### src/rtl/pg_pkg.sv
package pg_pkg;
   typedef enum logic [2:0] {
      PG_IDLE   = 3'd0,
      PG_PRIMED = 3'd1,
      PG_ARMED  = 3'd2,
      PG_RUN    = 3'd3,
      PG_DONE   = 3'd4
   } pg_state_e;
endpackage

### src/rtl/pg_sync_edge.sv
module pg_sync_edge #(
   parameter int STAGES = 2
) (
   input  logic clk,
   input  logic rst_n,
   input  logic async_in,
   output logic fall
);
   localparam int DEPTH = STAGES + 1;

   logic [DEPTH-1:0] sh_q;

   always_ff @(posedge clk or negedge rst_n) begin
      if (!rst_n) sh_q[0] <= 1'b0;
      else        sh_q[0] <= async_in;
   end

   for (genvar g = 1; g < DEPTH; g++) begin : g_stage
      always_ff @(posedge clk or negedge rst_n) begin
         if (!rst_n) sh_q[g] <= 1'b0;
         else        sh_q[g] <= sh_q[g-1];
      end
   end

   assign fall = sh_q[DEPTH-1] & ~sh_q[DEPTH-2];
endmodule

### src/rtl/pg_tick_gen.sv
module pg_tick_gen #(
   parameter int DIV = 4
) (
   input  logic clk,
   input  logic rst_n,
   output logic tick
);
   if (DIV == 1) begin : g_pass
      logic unused_ok;
      assign unused_ok = clk ^ rst_n;
      assign tick = 1'b1;
   end else begin : g_div
      localparam int W = $clog2(DIV);
      localparam logic [W-1:0] LAST = W'(DIV - 1);
      logic [W-1:0] cnt_q;
      always_ff @(posedge clk or negedge rst_n) begin
         if (!rst_n)             cnt_q <= '0;
         else if (cnt_q == LAST) cnt_q <= '0;
         else                    cnt_q <= cnt_q + 1'b1;
      end
      assign tick = (cnt_q == LAST);
   end
endmodule

### src/rtl/pg_cycle_ctrl.sv
module pg_cycle_ctrl
   import pg_pkg::*;
#(
   parameter int CYC_W = 8
) (
   input  logic             clk,
   input  logic             rst_n,
   input  logic             gate_en,
   input  logic             prime,
   input  logic             ff_clear,
   input  logic             fall,
   input  logic [CYC_W-1:0] cycles_n,
   output logic             start_clr,
   output logic             run,
   output logic             busy,
   output logic             done,
   output logic             ff_q
);
   pg_state_e        state_q, state_d;
   logic [CYC_W-1:0] cnt_q, n_lat_q, n_eff;
   logic             last_edge;
   logic             done_q;

   assign n_eff     = (n_lat_q == '0) ? CYC_W'(1) : n_lat_q;
   assign last_edge = (cnt_q + CYC_W'(1)) == n_eff;
   assign start_clr = gate_en && prime &&
                      (state_q == PG_IDLE || state_q == PG_DONE);

   always_comb begin
      state_d = state_q;
      if (!gate_en) begin
         state_d = PG_IDLE;
      end else begin
         unique case (state_q)
            PG_IDLE, PG_DONE: if (prime)    state_d = PG_PRIMED;
            PG_PRIMED:        if (ff_clear) state_d = PG_ARMED;
            PG_ARMED:         if (fall)     state_d = PG_RUN;
            PG_RUN:           if (fall && last_edge) state_d = PG_DONE;
            default:          state_d = PG_IDLE;
         endcase
      end
   end

   always_ff @(posedge clk or negedge rst_n) begin
      if (!rst_n) begin
         state_q <= PG_IDLE;
         cnt_q   <= '0;
         n_lat_q <= '0;
         done_q  <= 1'b0;
         ff_q    <= 1'b0;
      end else begin
         state_q <= state_d;
         done_q  <= gate_en && (state_q == PG_RUN) && fall && last_edge;
         if (start_clr) n_lat_q <= cycles_n;
         if (state_q == PG_ARMED && fall)    cnt_q <= '0;
         else if (state_q == PG_RUN && fall) cnt_q <= cnt_q + CYC_W'(1);
         if (!gate_en)       ff_q <= 1'b0;
         else if (start_clr) ff_q <= 1'b1;
         else if (ff_clear)  ff_q <= 1'b0;
      end
   end

   assign run  = (state_q == PG_RUN);
   assign busy = (state_q == PG_PRIMED) || (state_q == PG_ARMED) ||
                 (state_q == PG_RUN);
   assign done = done_q;
endmodule

### src/rtl/pg_total_ctr.sv
module pg_total_ctr #(
   parameter int TOTAL_W = 16
) (
   input  logic               clk,
   input  logic               rst_n,
   input  logic               clr,
   input  logic               inc,
   output logic [TOTAL_W-1:0] total,
   output logic               ovf
);
   localparam logic [TOTAL_W-1:0] FULL = '1;

   always_ff @(posedge clk or negedge rst_n) begin
      if (!rst_n) begin
         total <= '0;
         ovf   <= 1'b0;
      end else if (clr) begin
         total <= '0;
         ovf   <= 1'b0;
      end else if (inc) begin
         if (total == FULL) ovf   <= 1'b1;
         else               total <= total + 1'b1;
      end
   end
endmodule

### src/rtl/period_gauge.sv
module period_gauge #(
   parameter int TOTAL_W     = 16,
   parameter int CYC_W       = 8,
   parameter int TICK_DIV    = 4,
   parameter int SYNC_STAGES = 2
) (
   input  logic               clk,
   input  logic               rst_n,
   input  logic               osc_in,
   input  logic               gate_en,
   input  logic               prime,
   input  logic               ff_clear,
   input  logic [CYC_W-1:0]   cycles_n,
   output logic [TOTAL_W-1:0] total,
   output logic               busy,
   output logic               done,
   output logic               ovf,
   output logic               ff_state,
   output logic               cyc_active
);
   if (TOTAL_W < 2)     $error("TOTAL_W must be at least 2");
   if (CYC_W < 1)       $error("CYC_W must be at least 1");
   if (TICK_DIV < 1)    $error("TICK_DIV must be at least 1");
   if (SYNC_STAGES < 2) $error("SYNC_STAGES must be at least 2");

   logic fall, tick, start_clr, run;

   pg_sync_edge #(.STAGES(SYNC_STAGES)) u_sync (
      .clk(clk), .rst_n(rst_n), .async_in(osc_in), .fall(fall)
   );

   pg_tick_gen #(.DIV(TICK_DIV)) u_tick (
      .clk(clk), .rst_n(rst_n), .tick(tick)
   );

   pg_cycle_ctrl #(.CYC_W(CYC_W)) u_ctrl (
      .clk(clk), .rst_n(rst_n), .gate_en(gate_en), .prime(prime),
      .ff_clear(ff_clear), .fall(fall), .cycles_n(cycles_n),
      .start_clr(start_clr), .run(run), .busy(busy), .done(done),
      .ff_q(ff_state)
   );

   pg_total_ctr #(.TOTAL_W(TOTAL_W)) u_total (
      .clk(clk), .rst_n(rst_n), .clr(start_clr), .inc(run && tick),
      .total(total), .ovf(ovf)
   );

   assign cyc_active = run;
endmodule

### config.mk
export PLATFORM = sky130hd
export DESIGN_NAME = period_gauge
export DESIGN_NICKNAME = d
export VERILOG_FILES = /design/src/rtl/pg_pkg.sv /design/src/rtl/pg_sync_edge.sv /design/src/rtl/pg_tick_gen.sv /design/src/rtl/pg_cycle_ctrl.sv /design/src/rtl/pg_total_ctr.sv /design/src/rtl/period_gauge.sv
export SDC_FILE = /design/constraint.sdc
export NUM_CORES = 1
export LEC_CHECK = 0
export CORE_ASPECT_RATIO = 0.5
export CORE_MARGIN = 2
export CORE_UTILIZATION = 53
export DETAILED_ROUTE_END_ITERATION = 10
export GPL_TIMING_DRIVEN = 0
export PLACE_DENSITY = 0.85
export SETUP_SLACK_MARGIN = 0.02
export SLEW_MARGIN = 20
export SYNTH_ARGS = -nofsm -noshare
export SYNTH_HDL_FRONTEND = slang
export SYNTH_SLANG_ARGS = --single-unit
export TNS_END_PERCENT = 50
### constraint.sdc
create_clock -name clk -period 2.2 [get_ports clk]
set_input_delay 0.22 -clock clk [delete_from_list [all_inputs] [get_ports clk]]
set_output_delay 0.22 -clock clk [all_outputs]
set_load 0.02 [all_outputs]
# --- Word level (Yosys, flattened, before mapping) ---
# Cells that the tools add are included.
classes:
  addsub: 3
  n_reduce_logical: 21
  muxes: 19
  eq_ne: 13
  bitwise: 2
op_table:
  columns: ["operator", "n"]
  rows:
  - ["2-to-1 mux 16 bit", 3]
  - ["2-to-1 mux 8 bit", 3]
  - ["adder 16 x 1 -> 16 bit, second input constant", 1]
  - ["equality test 16 bit, second input constant", 1]
  - ["2-to-1 mux 3 bit", 5]
  - ["one-hot mux 3 bit (4 select lines)", 1]
  - ["logical AND 1 bit", 9]
  - ["adder 8 x 1 -> 8 bit, second input constant", 1]
  - ["equality test 8 bit", 1]
  - ["logical NOT 8 bit", 1]
  - ["equality test 3 x 2 -> 1 bit, second input constant", 2]
  - ["2-to-1 mux 1 bit", 6]
  - ["!= test 3 x 2 -> 1 bit, second input constant", 2]
  - ["!= test 3 bit, second input constant", 2]
  - ["nonzero test 2 bit", 3]
  - ["AND reduction 2 bit", 2]
  - ["AND reduction 4 bit", 1]
  - ["equality test 3 x 1 -> 1 bit, second input constant", 1]
  - ["equality test 3 bit, second input constant", 1]
  - ["logical NOT 3 bit", 1]
  - ["logical OR 1 bit", 3]
  - ["!= test 3 x 1 -> 1 bit, second input constant", 1]
  - ["adder 2 x 1 -> 2 bit, second input constant", 1]
  - ["equality test 2 bit, second input constant", 1]
  - ["other kinds (5)", 5]
totals:
  ff_bits: 43
  in_bits: 14
  output_inout_bits: 21

# --- Logic depth before layout (Yosys ltp) ---
depth:
  ltp_word: 7
  depth_mapped: 7
  mapped_depth_nobuf: 6

# --- By module ---
# Synthesis repeated with hierarchy kept, for this count alone.
unflattened:
  cells_unflattened: 237
  hier_area_um2: 2369.8
by_module_without_submodules:
  columns: ["mod", "instances", "cells_per_inst", "seq_area_each_um2", "area_each_um2"]
  rows:
  - ["pg_cycle_ctrl", 1, 122, 525.5, 1208.7]
  - ["pg_total_ctr", 1, 106, 425.4, 999.7]
  - ["pg_sync_edge", 1, 4, 75.1, 88.8]
  - ["pg_tick_gen", 1, 4, 50.0, 66.3]
  - ["period_gauge", 1, 1, 0.0, 6.3]

# --- Worst setup path before layout ---
# Ideal clock, no wire load.
synth_path:
  path_type: "flip-flop to flip-flop"
  start: "register u_ctrl.cnt_q[0]"
  end: "register u_ctrl.state_q[1]"
  n_path_buf: 0
  synth_period_minus_slack_ns: 1.914
  stages_incl_launch_ff: 7
  setup_ns: 0.120
  path_slack_ns: 0.286
  arrival_time_ns: 1.794
  cell_sequence: "dfrtp_1 > ha_1 > nand3_4 > or3_1 > a211oi_2 > o2111ai_1 > a31o_2"
synth_between:
  elab_chain_len: 5
synth_lines:
  columns: ["element", "line", "rtl"]
  rows:
  - ["start, declared", "pg_cycle_ctrl.sv:20", "logic [CYC_W-1:0] cnt_q, n_lat_q, n_eff;"]
  - ["start signal, assigned", "pg_cycle_ctrl.sv:56", "else if (state_q == PG_RUN && fall) cnt_q <= cnt_q + CYC_W'(1);"]
  - ["adder 8 x 1 -> 8 bit", "pg_cycle_ctrl.sv:25", "assign last_edge = (cnt_q + CYC_W'(1)) == n_eff;"]
  - ["equality test 8 bit", "pg_cycle_ctrl.sv:25", null]
  - ["logical AND 1 bit", "pg_cycle_ctrl.sv:38", "PG_RUN: if (fall && last_edge) state_d = PG_DONE;"]
  - ["!= test 3 x 2 -> 1 bit (no line)", null, null]
  - ["AND reduction 4 bit (no line)", null, null]
  - ["end signal, assigned", "pg_cycle_ctrl.sv:52", "state_q <= state_d;"]
  - ["end, declared", "pg_cycle_ctrl.sv:19", "pg_state_e state_q, state_d;"]
# Every way passes these cells.
# A chain may end at the register's enable or synchronous reset.

# --- Worst setup path after layout ---
layout_path:
  start: "register u_ctrl.state_q[1]"
  end: "output cyc_active"
layout_between:
  elab_chain_len: 1
layout_lines:
  columns: ["element", "line", "rtl"]
  rows:
  - ["equality test 3 x 2 -> 1 bit", "pg_cycle_ctrl.sv:63", "assign run = (state_q == PG_RUN);"]
  - ["end, declared", "period_gauge.sv:19", "output logic cyc_active"]
# Every way passes these cells.

==> results summary <==
The flow ran to the end, and the final reports show no timing, DRC or antenna violations. The met2 track demand over resource in global routing came out at 38.4%. The die width came out at 96.2 um. The peak fanout along the critical path is 5.

In this run the most used layer during global routing was met2. For this run, the total global-route usage over all layers was measured as 22.6%. The number of top-level pins came out at 35. The number of global-route vias before repair came to 1,859. Cells fill 69.3% of the core in the end.

Relative to the synthesized area, the layout overhead comes to 22.5%. The analysis attributes to cell leakage a power of 0.00120 uW. The count of different cell masters after synthesis came out at 47. For this run, the detailed router's first-pass iteration total came to 4. In this design, the largest share of critical-path delay is due to buffers and inverters. The die footprint is 4820 um2.

The final number of max-transition violations is 0. Detailed placement ended at an HPWL of 3630 um. The number of buffers on the longest clock path is 2. After routing the design area is 2760 um2. Counting both buffers and inverters, the worst setup path holds a total of 1. The residual overflow from global routing is 0.

STA classifies the critical path startpoint as a flip-flop. The number of placed instances, taps included, is 327. 0 antenna diodes ended up in the layout. The tool flagged a number of max-cap violations equal to 0.

The clock drives 43 sinks. The maximum vdd drop came out at 0.000356 V. The weighted congestion at the end of routability-driven global placement is 0.802. For the worst setup path, the data required time is 1980 ps. The number of cell rows is 16. The TritonCTS clock tree is done. The top cell types in the final layout, fill and taps aside, are 43 x sky130_fd_sc_hd__nand2_1, 42 x sky130_fd_sc_hd__dfrtp_1, 32 x sky130_fd_sc_hd__clkdlybuf4s50_1. The upper clock frequency limit came out at 470 MHz. The most common cell after layout, fill and taps aside is sky130_fd_sc_hd__nand2_1. The fraction of power consumed by sequential logic came out at 47.5%. The placed instances occupy a cell area of 2670 um2. The synthesized instance count is 239. The post-route non-filler standard cell count is 334. The power dissipated by switching net loads is 774 uW. The number of nets in the layout came out at 298. The vertical die dimension is 50.1 um. The min-delay analysis places its worst path in the category input pin to flip-flop. The part of the total power dissipated in the clock network is 20.6%.

Global routing consumed, on the met1 layer, 28.1% of the routing resources. In the synthesized netlist the dominant register cell turns out to be sky130_fd_sc_hd__dfrtp_1. The hold violation count in the final report is 0. In the finished design, the share of the clock period the worst path needs comes to 96.8%. The number of buffers inserted by port buffering is 33. The number of antenna violations at the first check in global routing was 0. The sequential area share after synthesis is 47.7%. The starting density of the core came out at 56.6%. The cell type of the slowest stage on the worst timing path is sky130_fd_sc_hd__clkdlybuf4s50_1. STA puts the critical path data arrival time at 1910 ps. Counting the fill cells in the layout gives 295. The number of antenna-violating nets in the routed design is 0. When the netlist entered floorplanning its net count stood at 256. The H-tree was split into 2 levels. The root buffer cell is sky130_fd_sc_hd__clkbuf_8. Across all layers, the routed design uses 1,913 vias. The start-to-end type of the worst setup path is flip-flop to primary output. The fraction of final layout cells with drive strength greater than 1 is 8.93%. In this run, synthesis inferred 0 flip-flops with an integrated enable. Using the TritonRoute via totals, the vias-per-cell ratio works out to 5.73. Summing all multi-input logic gate instances after layout gives 1120 um2. The overall power after layout came out at 2220 uW. The TritonCTS buffer count is 5. The detailed-route DRC error count is 0. The total of warnings raised by yosys came out at 0. The largest net degree at the start of global routing is 31.

The fraction of power spent switching nets came out at 34.9%. The sequential standard cell area is 1080 um2. The core region area is 3980 um2.

The normalized max-slew margin came out at 69.1%. The share of total power dissipated in combinational logic is 31.9%. The initial DRC count came out at 86.

STA classifies the critical path endpoint as a primary output. After clock tree synthesis, the clock-pin slew on the worst setup and hold paths is 70 ps. The setup-violating endpoint count in the final report is 0. The critical path goes through nor2b_1, and2_1, clkdlybuf4s50_1. The final setup skew is 5.78 ps. The shortest period the worst path allows came out at 2130 ps.

The register bit total from synthesis is 43. A synthesized cell averages 9.43 um2. The internal power summed over all cells came out at 1440 uW.

After synthesis, the share of flip-flops with an asynchronous set or reset is 100%. Setup repair after global routing could not meet its margin everywhere. The worst-skew pair later-pin latency is 290 ps. The slew at the pin with the worst max-slew slack came out at 464 ps. The delay of the slowest cell on the worst path is 610 ps. The synthesized area is 2250 um2. The first-pass GRT wire length is 8340 um. The power per standard cell area is 803 nW/um2. The total wirelength of the detailed-routed design came out at 4860 um.

Global routing consumed, on the met3 layer, 5.05% of the routing resources. The wire length per cell after detailed routing came out at 14.6 um.
[cell usage after synthesis (2+ instances only)]
cell type,count,area share [%]
sky130_fd_sc_hd__a31o_2,2,0.78
sky130_fd_sc_hd__o2111ai_1,3,1.2
sky130_fd_sc_hd__nor2_1,17,2.8
sky130_fd_sc_hd__xor2_1,9,3.5
sky130_fd_sc_hd__ha_1,3,1.7
sky130_fd_sc_hd__a21oi_1,3,0.67
sky130_fd_sc_hd__nand2_1,43,7.2
sky130_fd_sc_hd__nor3_1,8,1.8
sky130_fd_sc_hd__o21ai_0,14,3.1
sky130_fd_sc_hd__o211ai_1,3,1.0
sky130_fd_sc_hd__a21o_1,2,0.67
sky130_fd_sc_hd__or3_1,2,0.55
sky130_fd_sc_hd__buf_2,2,0.44
sky130_fd_sc_hd__nand3_1,12,2.7
sky130_fd_sc_hd__clkbuf_1,6,1.0
sky130_fd_sc_hd__buf_4,2,0.67
sky130_fd_sc_hd__o31ai_1,5,1.7
sky130_fd_sc_hd__or4_1,3,1.0
sky130_fd_sc_hd__and3_1,5,1.4
sky130_fd_sc_hd__dfrtp_1,43,48
sky130_fd_sc_hd__nor4_1,2,0.55
sky130_fd_sc_hd__and2_1,3,0.83
sky130_fd_sc_hd__a22o_1,5,1.9
sky130_fd_sc_hd__inv_1,5,0.83
sky130_fd_sc_hd__nor2b_1,2,0.55
sky130_fd_sc_hd__xnor2_1,7,2.7
sky130_fd_sc_hd__nand4_1,8,2.2
[worst paths after layout]
path	slack, ps	cells past startpoint	from	endpoint
worst max-delay path	70	3	u_ctrl.state_q[1]	cyc_active
worst min-delay path	330	3	gate_en	u_ctrl.done
worst max register to register	130	6	u_ctrl.cnt_q[0]	u_ctrl.state_q[1]
worst min register to register	360	0	u_sync.sh_q[0]	u_sync.sh_q[1]
max in group asynchronous	1370	3	rst_n	u_ctrl.cnt_q[0]
min in group asynchronous	360	2	rst_n	u_total.ovf
[metal layers]
metal,vias to the layer above,routed length (um)
li1,931,-
met1,941,2200
met2,32,2430
met3,9,149
met4,0,87
met5,-,0
[power by group through the flow]
stage | clock (uW) | combinational, uW | sequential (uW)
after floorplan | 0 | 475 | 1050
after detailed placement | 0 | 694 | 1070
final | 457 | 707 | 1050
after global placement | 0 | 655 | 1060
after global routing | 500 | 783 | 1070
after CTS | 462 | 701 | 1050
[per-stage QoR]
| stage | setup TNS [ps] | worst slack, ps | hold WS, ps |
|---|---|---|---|
| 6_report | 0 | 70.6 | 333 |
| 5_1_grt | 0 | 1.25 | 344 |
| 4_1_cts | 0 | 1.78 | 321 |
| 3_5_place_dp | 0 | 26.5 | 153 |
| 3_3_place_gp | -7570 | -178 | 332 |
| 2_1_floorplan | 0 | 286 | -75.6 |
[tightest hold or removal path: cells and delay by family]
kind          cells  cell delay [ps]
simple gates      2              190
buf+inv           1              180
[state kept, by name, summed over array words and instances (netlist names)]
signal	flops
u_ctrl.cnt_q	8
u_ctrl.done	1
u_ctrl.ff_q	1
u_ctrl.n_lat_q	8
u_ctrl.state_q	3
u_sync.sh_q	3
u_tick.g_div.cnt_q	2
u_total.ovf	1
u_total.total	16
[final cells by class]
| cell class | instances | area share (%) |
|---|---|---|
| well taps | 54 | 2.45 |
| flip-flops and latches | 43 | 39.0 |
| repair buffers | 35 | 12.9 |
| plain buffers | 11 | 1.95 |
| clock buffers | 6 | 2.63 |
| multi-input cells | 180 | 40.4 |
| inverters | 5 | 0.680 |
[what timing repair did]
item / CTS / global route
endpoints found under the setup margin: 3 / 4
hold buffers: 1 / 0
gates resized for setup: 1 / 3
hold endpoints to repair: 13 / 0
setup buffers: 0 / 0
cloned: 0 / 0
pin swaps: 0 / 0
[cell families (layout without fill, tap and decap cells)]
family / after synthesis / after routing / synth area share [%]
buf+inv: 16 / 57 / 3.16
xor+xnor: 16 / 16 / 6.22
mux: 2 / 2 / 0.943
flops: 43 / 43 / 47.7
fa+ha+maj: 3 / 3 / 1.66
simple gates: 114 / 114 / 26.4
compound gates: 45 / 45 / 13.9
(Power assumes the default switching activity.)
